`src/rtl/tmr_pkg.sv`:
```
package tmr_pkg;

  typedef enum logic [2:0] {
    MODE_NORM8,
    MODE_CTC8,
    MODE_WIDE16,
    MODE_CAP8,
    MODE_CAP16
  } tmrMode_e;

  // Strobes from control to datapath, one cycle each
  typedef struct packed {
    logic load;      // CPU write of the count
    logic advance;   // counting step this cycle
    logic wrapZero;  // step goes to zero instead of +1
    logic narrow;    // 8-bit width in effect
    logic setOvf;
    logic setCmp;
    logic setCap;
  } tmrStrobe_t;

endpackage

```
`src/rtl/tmr_ctrl.sv`:
```
module tmr_ctrl
  import tmr_pkg::*;
#(
  parameter int CNT_W = 16,
  parameter int SEL_W = 3
) (
  input  logic                    clk,
  input  logic                    rstN,
  input  logic [SEL_W-1:0]        clkSel,
  input  logic [(1<<SEL_W)-1:0]   tickEn,
  input  logic                    capEn,
  input  logic                    wide,
  input  logic                    waveMode,
  input  logic [CNT_W-1:0]        cmpVal,
  input  logic                    cntWrEn,
  input  logic                    capIn,
  input  logic [CNT_W-1:0]        count,
  output tmrStrobe_t              stb
);
  localparam int HALF = CNT_W / 2;

  tmrMode_e mode;
  logic     capInD;
  logic     tick, narrow, atMax, match, isCtc, capMode;

  always_comb begin
    case ({capEn, wide, waveMode})
      3'b000:          mode = MODE_NORM8;
      3'b001:          mode = MODE_CTC8;
      3'b010, 3'b011:  mode = MODE_WIDE16;
      3'b100, 3'b101:  mode = MODE_CAP8;
      default:         mode = MODE_CAP16;
    endcase
  end

  assign narrow  = (mode != MODE_WIDE16) && (mode != MODE_CAP16);
  assign isCtc   = (mode == MODE_CTC8);
  assign capMode = (mode == MODE_CAP8) || (mode == MODE_CAP16);
  assign tick    = (clkSel != '0) && tickEn[clkSel];
  assign atMax   = narrow ? (count[HALF-1:0] == '1) : (count == '1);
  assign match   = narrow ? (count[HALF-1:0] == cmpVal[HALF-1:0]) : (count == cmpVal);

  always_ff @(posedge clk) begin
    if (!rstN) capInD <= 1'b0;
    else       capInD <= capIn;
  end

  always_comb begin
    stb.load     = cntWrEn;
    stb.advance  = tick && !cntWrEn;
    stb.wrapZero = atMax || (isCtc && match);
    stb.narrow   = narrow;
    stb.setOvf   = tick && !cntWrEn && atMax;
    stb.setCmp   = tick && !cntWrEn && match;
    stb.setCap   = capMode && capIn && !capInD;
  end

endmodule

```
`src/rtl/tmr_datapath.sv`:
```
module tmr_datapath
  import tmr_pkg::*;
#(
  parameter int CNT_W = 16
) (
  input  logic             clk,
  input  logic             rstN,
  input  tmrStrobe_t       stb,
  input  logic [CNT_W-1:0] cntWrData,
  input  logic [2:0]       flagClr,
  output logic [CNT_W-1:0] count,
  output logic [CNT_W-1:0] capVal,
  output logic [2:0]       flags
);
  localparam int HALF = CNT_W / 2;
  localparam logic [HALF-1:0]  ONE_H = 1;
  localparam logic [CNT_W-1:0] ONE_F = 1;

  logic [CNT_W-1:0] nextCnt;
  logic [2:0]       flagSet;

  always_comb begin
    nextCnt = count;
    if (stb.load)
      nextCnt = stb.narrow ? {{HALF{1'b0}}, cntWrData[HALF-1:0]} : cntWrData;
    else if (stb.advance) begin
      if (stb.wrapZero)     nextCnt = '0;
      else if (stb.narrow)  nextCnt = {{HALF{1'b0}}, count[HALF-1:0] + ONE_H};
      else                  nextCnt = count + ONE_F;
    end
  end

  always_ff @(posedge clk) begin
    if (!rstN) begin
      count  <= '0;
      capVal <= '0;
    end else begin
      count <= nextCnt;
      if (stb.setCap) capVal <= count;
    end
  end

  assign flagSet = {stb.setCap, stb.setCmp, stb.setOvf};

  for (genvar gi = 0; gi < 3; gi++) begin : g_flag
    always_ff @(posedge clk) begin
      if (!rstN)            flags[gi] <= 1'b0;
      else if (flagSet[gi]) flags[gi] <= 1'b1;
      else if (flagClr[gi]) flags[gi] <= 1'b0;
    end
  end

endmodule

```
`src/rtl/mode_timer.sv`:
```
module mode_timer
  import tmr_pkg::*;
#(
  parameter int CNT_W = 16,
  parameter int SEL_W = 3
) (
  input  logic                  clk,
  input  logic                  rstN,
  input  logic [SEL_W-1:0]      clkSel,
  input  logic [(1<<SEL_W)-1:0] tickEn,
  input  logic                  capEn,
  input  logic                  wide,
  input  logic                  waveMode,
  input  logic [CNT_W-1:0]      cmpVal,
  input  logic                  cntWrEn,
  input  logic [CNT_W-1:0]      cntWrData,
  input  logic                  capIn,
  input  logic [2:0]            flagClr,
  output logic [CNT_W-1:0]      count,
  output logic [CNT_W-1:0]      capVal,
  output logic                  ovfFlag,
  output logic                  cmpFlag,
  output logic                  capFlag
);
  tmrStrobe_t stb;
  logic [2:0] flags;

  tmr_ctrl #(.CNT_W(CNT_W), .SEL_W(SEL_W)) i_ctrl (
    .clk(clk), .rstN(rstN), .clkSel(clkSel), .tickEn(tickEn),
    .capEn(capEn), .wide(wide), .waveMode(waveMode), .cmpVal(cmpVal),
    .cntWrEn(cntWrEn), .capIn(capIn), .count(count), .stb(stb)
  );

  tmr_datapath #(.CNT_W(CNT_W)) i_dp (
    .clk(clk), .rstN(rstN), .stb(stb), .cntWrData(cntWrData),
    .flagClr(flagClr), .count(count), .capVal(capVal), .flags(flags)
  );

  assign ovfFlag = flags[0];
  assign cmpFlag = flags[1];
  assign capFlag = flags[2];

endmodule

```
`config.mk`:
```
export PLATFORM = sky130hd
export DESIGN_NAME = mode_timer
export DESIGN_NICKNAME = d
export VERILOG_FILES = /design/src/rtl/tmr_pkg.sv /design/src/rtl/tmr_ctrl.sv /design/src/rtl/tmr_datapath.sv /design/src/rtl/mode_timer.sv
export SDC_FILE = /design/constraint.sdc
export NUM_CORES = 1
export LEC_CHECK = 0
export BUFFER_PORTS_ARGS = -buffer_cell sky130_fd_sc_hd__buf_2
export CAP_MARGIN = 5
export CORE_MARGIN = 10
export CORE_UTILIZATION = 43
export DETAILED_ROUTE_END_ITERATION = 8
export PLACE_DENSITY = 0.77
export SLEW_MARGIN = 10
export SYNTH_ARGS = -nofsm -noshare
export SYNTH_HDL_FRONTEND = slang
export SYNTH_SLANG_ARGS = --single-unit
```
`constraint.sdc`:
```
create_clock -name clk -period 2.05 [get_ports clk]
set_input_delay 0.1025 -clock clk [delete_from_list [all_inputs] [get_ports clk]]
set_output_delay 0.1025 -clock clk [all_outputs]
set_load 0.02 [all_outputs]
```
==> results.toml, run 1 <==
[status]
outcome = "completed"

[global_routing]
grt_antenna_before_repair = 0
track_usage_pct = 15.8
grt_util_met1_pct = 19.5
met3_usage_pct = 4.38
top_usage_layer = "met2"
grt_pass1_wl_um = 10100
use_met2_pct = 26.1
first_global_vias = 2217
overflow = 0
grt_max_degree = 37

[timing]
hold_viol = 0
setup_viol = 0
worst_slew_pin_slew_ps = 640
fin_ws_ps = 42.1
finalCritPeriodShare_pct = 97.9
fin_crit_ps = 2010
fmax_mhz = 498
final_max_slew_viol_count = 0
timing.slew.headroom_pct = 57.2
finClkSkew_ps = 6.00

[synth]
ys_seq_area_share_pct = 35.0
yosys.cell_types.count = 45
yosysWarnings = 0
synth_fp_nets = 315
synth_common_cells = "nand2_1, dfxtp_1, a21boi_0"
synth_most_common_cell = "nand2_1"
synth_edf_count = 0
synth-async-reset-ratio_pct = 0
syn_inst = 261
syn-cell-area_sq_um = 2060
synthTopCellsByArea = "dfxtp_1, nand2_1, a21boi_0"
synth_top_area_share_pct = 35.0
ys.flop_type = "dfxtp_1"
synth_seq_cells = 36
synth.largest_area_cell = "dfxtp_1"
avgSynthCellArea_sq_um = 7.90

[detailed_routing]
vias = 2191
drtPass1Iterations = 4
viasPerCell = 5.33
wl_per_cell_um = 15.9
drcViolationCount = 0
ant_nets = 0
drt_wl_total_um = 6530
drt_iter0_drc = 146

[pwr]
ir_drop_mv = 0.318
p_leak_nw = 1.21
p_per_area_nw_per_um2 = 579

[floorplan]
core_sq_um = 4690
ios = 88
start_util_pct = 43.9
die-area_sq_um = 7960
rows = 25
die_x_um = 89.2
fp.dieH_um = 89.2

[place]
pre_cts_slack_ps = -3.30
place_inst = 403
place_area_sq_um = 2640
port_buffers = 86
gp_congestion = 0.968
dp_hpwl_um = 5050

[clock_tree]
cts_buffers = 5
path_clk_slew_ps = 80
cts_tree = "done"
clock_sink_count = 36
clk_latency_ps = 290
cts_root_buffer = "clkbuf_8"
clk_path_buf_depth = 2
h-tree-depth = 2
post-cts-setup-buffer-count = 0

[critical_path]
end_kind = "flop"
r2r_slack_ps = 40
crit_end = "i_dp.count[14]"
r2r_end = "i_dp.count[14]"
r2r-start = "i_dp.count[0]"
worstPathArrival_ps = 2180
worstRegToRegCells = 7
start_kind = "flop"
worstPathRequired_ps = 2230
worstSetupStartpoint = "i_dp.count[0]"
crit_type = "flop to flop"
cp_max_fo = 6

[finish]
final_cell_area_sq_um = 2750
final_nets = 410
layout-drive-gt1-share_pct = 35.6
syn_to_final_growth_pct = 33.3
fin_cells = 411
n_antenna_cell = 0
utilization_pct = 58.5

[worst_hold_path]
holdCritPathClass = "input pin to flop"

[run]
cap_violations = 0
## cells in the final DEF, fill, tap and decap left out, types with 5 or more instances in the layout
cell type	synthesis	final
nand4_1	5	5
nand3_1	9	8
nand2_1	55	54
nor2_1	9	9
inv_1	5	5
nor2b_1	5	5
and2_1	9	9
clkbuf_8	0	5
buf_2	3	86
o21ai_0	8	8
buf_4	0	20
a21boi_0	18	18
a21oi_1	6	6
xnor2_1	10	10
dfxtp_1	36	33
xor2_1	9	9
## registers in the layout, indices dropped and copies added (netlist names)
| register | count |
|---|---|
| i_dp.capVal | 16 |
| i_dp.count | 16 |
| i_dp.flags | 3 |
| i_ctrl.capInD | 1 |
## power breakdown
part / internal [W] / switching, W
Combinational: 0.000153 / 0.000192
Clock: 0.000237 / 0.000263
Sequential: 0.000726 / 0.0000217
## stage by stage
stage / hold slack [ps] / power [W] / setup TNS [ps]
finish: 40.6 / 0.00159 / 0
global route: 61.2 / 0.00167 / -25.2
CTS: 35.6 / 0.00160 / 0
detailed placement: 327 / 0.00110 / -3.30
global placement: 327 / 0.00110 / 0
floorplan: 224 / 0.000956 / 0
## worst max-delay path, cell delays in order (launching register included)
cell     delay, ps
dfxtp_2        340
ha_2           200
nand3_2        130
or4_4          570
o21a_1         220
nand2_2        110
nor3_1          60
o31a_1         250
## cell type report
cell class / count / area (sq um)
Fill cell: 467 / 1950
Tap cell: 54 / 67.6
Multi-Input combinational cell: 202 / 1270
Sequential cell: 36 / 724
Clock inverter: 3 / 18.8
Timing Repair Buffer: 106 / 581
Clock buffer: 5 / 68.8
Inverter: 5 / 18.8
## repair_timing
item / CTS / global route
setup endpoints to repair: 1 / 11
hold buffers: 0 / 0
cloned: 0 / 0
gates resized for setup: 1 / 5
## routing by layer
metal | vias up | routed length (um)
li1 | 1105 | -
met1 | 990 | 2810
met2 | 88 | 3070
met3 | 8 | 605
met4 | 0 | 41
met5 | - | 0
## worst min path at each step
stage / depth (start not counted) / endpoint / from / slack, ps
after floorplan: 1 / i_ctrl.capInD / capIn / 220
after global placement: 2 / i_ctrl.capInD / capIn / 330
after detailed placement: 2 / i_ctrl.capInD / capIn / 330
after CTS: 2 / i_ctrl.capInD / capIn / 40
after global routing: 2 / i_ctrl.capInD / capIn / 60
final: 2 / i_ctrl.capInD / capIn / 40
## cells by family (layout without fill, tap and decap cells)
family	count (synthesis)	after routing	synth area share, %
AOI/OAI and AO/OA	60	60	20.8
xor gates and xnor gates	19	19	8.08
adders and majority gates	1	1	0.607
buffers and inverters	23	119	4.37
DFF	36	36	35.0
muxes	4	4	2.55
and+or+nand+nor	118	118	28.6
(Power assumes the default switching activity.)
==> inputs of run 2 (changes only) <==
--- a/config.mk
+++ b/config.mk
@@ -14,4 +14,5 @@
 export SLEW_MARGIN = 10
 export SYNTH_ARGS = -nofsm -noshare
 export SYNTH_HDL_FRONTEND = slang
+export SYNTH_HIERARCHICAL = 1
 export SYNTH_SLANG_ARGS = --single-unit
==> results.toml, run 2 <==
[place]
gp_congestion = 0.947
port_buffers = 86
dp_hpwl_um = 5520
place_area_sq_um = 2910
place_inst = 428

[timing]
finalCritPeriodShare_pct = 111
final_max_slew_viol_count = 0
fin_ws_ps = -233
rsz0062_at_grt = "yes"
fmax_mhz = 438
finClkSkew_ps = 4.50
timing.slew.headroom_pct = 56.0
hold_viol = 0
fin_crit_ps = 2280
setup_tns_ps = -1280
setup_viol = 13
worst_slew_pin_slew_ps = 658
whs_ps = 38.1

[clock_tree]
cts_hold_buf = 0
clk_path_buf_depth = 2
clk_latency_ps = 290
path_clk_slew_ps = 70
clock_sink_count = 36
cts_root_buffer = "clkbuf_8"
cts_buffers = 5
h-tree-depth = 2
cts_tree = "done"

[detailed_routing]
wl_per_cell_um = 17.4
drcViolationCount = 0
viasPerCell = 5.46
ant_nets = 0
vias = 2437
drt_wl_total_um = 7740
drt_iter0_drc = 242
drtPass1Iterations = 4

[status]
violations = "setup timing"
outcome = "finished with violations"

[global_routing]
grt_pass1_wl_um = 12100
overflow = 0
track_usage_pct = 17.6
first_global_vias = 2516
grt_antenna_before_repair = 0
grt_max_degree = 19

[synth]
avgSynthCellArea_sq_um = 8.49
synth_most_common_cell = "dfxtp_1"
synth_fp_nets = 306
ys_seq_area_share_pct = 34.2
yosys.cell_types.count = 51
syn_inst = 248
synth_common_cells = "dfxtp_1, nor2_1, mux2i_1"
yosysWarnings = 6
ys.flop_type = "dfxtp_1"
synth_top_area_share_pct = 34.2
synth_edf_count = 0
synthTopCellsByArea = "dfxtp_1, mux2i_1, nor2_1"
synth_seq_cells = 36
synth-async-reset-ratio_pct = 0
syn-cell-area_sq_um = 2110
synth.largest_area_cell = "dfxtp_1"

[critical_path]
start_kind = "flop"
crit_type = "flop to flop"
worstPathRequired_ps = 2250
path_cells = "buf_6, nand4_1, nor2_2, o21ai_2, o41ai_4, or3_4, or3_1, or3_1, a31oi_1"
cp_max_fo = 4
end_kind = "flop"
worstPathArrival_ps = 2480
path_buf_inv = 1
cpMostUsedCell = "or3_1"
slowest_delay_ps = 400
crit_path_top_delay_cell = "or3_4"
path_delay_family = "simple AND/OR/NAND/NOR gates"

[floorplan]
ios = 88
start_util_pct = 44.6
die-area_sq_um = 8100
fp.dieH_um = 90.0
core_sq_um = 4720
die_x_um = 90.0
rows = 25

[run]
cap_violations = 0

[pwr]
power_w = 0.00170
ir_drop_mv = 0.466
p_per_area_nw_per_um2 = 529
p_leak_nw = 1.47

[finish]
n_antenna_cell = 0
top_regs = "i_dp/capVal (16), i_dp/count (16), i_dp/flags (3)"
layout_commonest_cell = "buf_2"
syn_to_final_growth_pct = 52.8
final_nets = 436
fin_cells = 446
final_cell_mix = "buf_2, buf_4, nor2_1"
layout-drive-gt1-share_pct = 48.5
final_cell_area_sq_um = 3220

[worst_hold_path]
holdCritPathClass = "input pin to flop"
[run 2: through the flow]
| step | util, % | setup slack (ps) |
|---|---|---|
| finish | 68.1 | -233 |
| global route | 68.1 | -308 |
| CTS | 65.4 | -168 |
| detailed placement | 61.5 | -288 |
| global placement | 61.5 | -188 |
| floorplan | - | -53.6 |
[run 2: layout make-up]
| type | count | area [sq um] |
|---|---|---|
| Fill cell | 386 | 1510 |
| Clock buffer | 6 | 82.6 |
| Clock inverter | 2 | 10.0 |
| Inverter | 10 | 37.5 |
| Sequential cell | 36 | 756 |
| Multi-Input combinational cell | 190 | 1420 |
| Tap cell | 67 | 83.8 |
| Timing Repair Buffer | 135 | 832 |
[run 2: repair_timing]
| action | CTS | global route |
|---|---|---|
| buffers inserted | 4 | 8 |
| pin swaps | 13 | 7 |
| endpoints found under the setup margin | 16 | 16 |
| resized for setup | 16 | 12 |
[run 2: cells by family (layout without fill, tap and decap cells)]
| kind of cell | after synthesis | after routing | share of synthesized area, % |
|---|---|---|---|
| muxes | 21 | 21 | 10.9 |
| AOI/OAI and AO/OA | 47 | 47 | 14.7 |
| DFF | 36 | 36 | 34.2 |
| and+or+nand+nor | 98 | 98 | 25.0 |
| buffers and inverters | 22 | 153 | 4.34 |
| xor gates and xnor gates | 19 | 19 | 7.90 |
| adders and majority gates | 5 | 5 | 2.97 |
[run 2: worst register-to-register path, cell delays in order, from the launching register on]
cell and delay (ps):
dfxtp_4 360, buf_6 120, nand4_1 130, nor2_2 50, o21ai_2 180, o41ai_4 140, or3_4 400, or3_1 330
or3_1 320, a31oi_1 180
[run 2: final timing paths]
check / start / end / slack [ps] / cells past startpoint
min: capIn / i_ctrl/capInD / 40 / 2
max: i_dp/count[12] / i_dp/count[15] / -230 / 9
max reg2reg: i_dp/count[12] / i_dp/count[15] / -230 / 9
min reg2reg: i_dp/capVal[5] / i_dp/capVal[5] / 490 / 2
[run 2: power by group]
part           total, W  switching [W]  internal [W]
Sequential     0.000745      0.0000238      0.000722
Clock          0.000521       0.000253      0.000268
Combinational  0.000435       0.000232      0.000202
Total           0.00170       0.000509       0.00119
[run 2: per-layer routing]
metal / global-route usage, % / routed length, um / vias up
met5: 0 / 0 / -
met4: 5.70 / 128 / 0
met3: 4.90 / 598 / 17
met2: 29.5 / 3770 / 122
met1: 21.2 / 3240 / 1151
li1: - / - / 1147
==> inputs of run 3 (changes only) <==
--- a/config.mk
+++ b/config.mk
@@ -7,10 +7,13 @@
 export LEC_CHECK = 0
 export BUFFER_PORTS_ARGS = -buffer_cell sky130_fd_sc_hd__buf_2
 export CAP_MARGIN = 5
+export CELL_PAD_IN_SITES_DETAIL_PLACEMENT = 0
+export CELL_PAD_IN_SITES_GLOBAL_PLACEMENT = 1
 export CORE_MARGIN = 10
-export CORE_UTILIZATION = 43
+export CORE_UTILIZATION = 31
 export DETAILED_ROUTE_END_ITERATION = 8
 export PLACE_DENSITY = 0.77
+export SKIP_LAST_GASP = 1
 export SLEW_MARGIN = 10
 export SYNTH_ARGS = -nofsm -noshare
 export SYNTH_HDL_FRONTEND = slang
==> results.toml, run 3 (synthesis results as in run 2) <==
[critical_path]
start_kind = "flop"
worstPathArrival_ps = 2390
worstPathRequired_ps = 2280
cp_max_fo = 3
crit_type = "flop to flop"
end_kind = "flop"

[detailed_routing]
ant_nets = 0
drt_iter0_drc = 86
wl_per_cell_um = 16.5
drtPass1Iterations = 4
drt_wl_total_um = 7500
viasPerCell = 5.12
drcViolationCount = 0
vias = 2331

[finish]
final_nets = 435
layout-drive-gt1-share_pct = 48.4
layout_commonest_cell = "buf_2"
top_regs = "i_dp/capVal (16), i_dp/count (16), i_dp/flags (3)"
syn_to_final_growth_pct = 54.8
final_cell_mix = "buf_2, buf_4, nor2_1"
nFillCells = 661
n_antenna_cell = 0

[global_routing]
overflow = 0
grt_max_degree = 19
track_usage_pct = 14.2
first_global_vias = 2354
grt_pass1_wl_um = 11800
grt_antenna_before_repair = 0

[timing]
worst_slew_pin_slew_ps = 504
fin_crit_ps = 2160
finClkSkew_ps = 5.08
whs_ps = 8.47
setup_viol = 4
fin_ws_ps = -115
hold_viol = 0
timing.slew.headroom_pct = 66.2
final_max_slew_viol_count = 0
fmax_mhz = 462
finalCritPeriodShare_pct = 106
rsz0062_at_grt = "yes"

[clock_tree]
cts_hold_buf = 0
clk_path_buf_depth = 2
cts_root_buffer = "clkbuf_8"
path_clk_slew_ps = 70
clock_sink_count = 36
cts_buffers = 5
cts_tree = "done"
h-tree-depth = 2
clk_latency_ps = 300

[pwr]
ir_drop_mv = 0.377
power_w = 0.00181
p_per_area_nw_per_um2 = 555
p_leak_nw = 1.47

[floorplan]
die-area_sq_um = 10500
start_util_pct = 32.6
ios = 88
rows = 29
fp.dieH_um = 102
core_sq_um = 6460
die_x_um = 102

[status]
violations = "setup timing"
outcome = "finished with violations"

[worst_hold_path]
holdCritPathClass = "input pin to flop"

[place]
port_buffers = 86
dp_hpwl_um = 5850
pre_cts_slack_ps = -380
gp_congestion = 0.810

[run]
cap_violations = 0
-- run 3: layout make-up --
| class | count | area, sq um | area share [%] |
|---|---|---|---|
| Multi-Input combinational cell | 190 | 1450 | 44.5 |
| Timing Repair Buffer | 134 | 813 | 24.9 |
| Sequential cell | 36 | 756 | 23.2 |
| Tap cell | 77 | 96.3 | 2.95 |
| Clock buffer | 5 | 68.8 | 2.11 |
| Clock inverter | 3 | 37.5 | 1.15 |
| Inverter | 10 | 37.5 | 1.15 |
-- run 3: where the power goes --
part           switching [W]  internal, W
Sequential         0.0000241     0.000722
Clock               0.000265     0.000354
Combinational       0.000236     0.000208
-- run 3: worst paths after layout --
kind | start | end | slack [ps] | cells past startpoint
setup / recovery | i_dp/count[10] | i_dp/count[9] | -110 | 9
hold reg to reg | i_dp/flags[1] | i_dp/flags[1] | 490 | 2
setup reg to reg | i_dp/count[10] | i_dp/count[9] | -110 | 9
hold / removal | capIn | i_ctrl/capInD | 8 | 2
-- run 3: repair_timing --
action	in CTS	in global routing
endpoints found under the setup margin	16	12
pin swaps	8	16
setup buffers	3	4
gates resized for setup	16	17
-- run 3: layer usage --
layer	vias to the layer above	GRT usage, %	wire length, um
met3	6	6.14	693
met4	0	3.04	74
met5	-	0	0
li1	1150	-	-
met1	1086	17.7	3240
met2	89	22.3	3490
-- run 3: through the flow --
stage / cells / util [%] / TNS, ps / area (sq um)
floorplan: 248 / - / -136 / 2150
global placement: 441 / 45.5 / -3310 / 2940
detailed placement: 441 / 45.5 / -4160 / 2940
CTS: 451 / 48.9 / -228 / 3160
global route: 455 / 50.5 / -820 / 3260
finish: 455 / 50.5 / -270 / 3260
-- run 3: critical path, cell delays in order (launching register included) --
cell and delay, ps:
dfxtp_4 360, buf_6 110, nand4_1 110, nor2_2 50, o21ai_2 200, o41ai_4 130
or3_4 380, buf_4 140, or4_4 460, a31oi_1 160
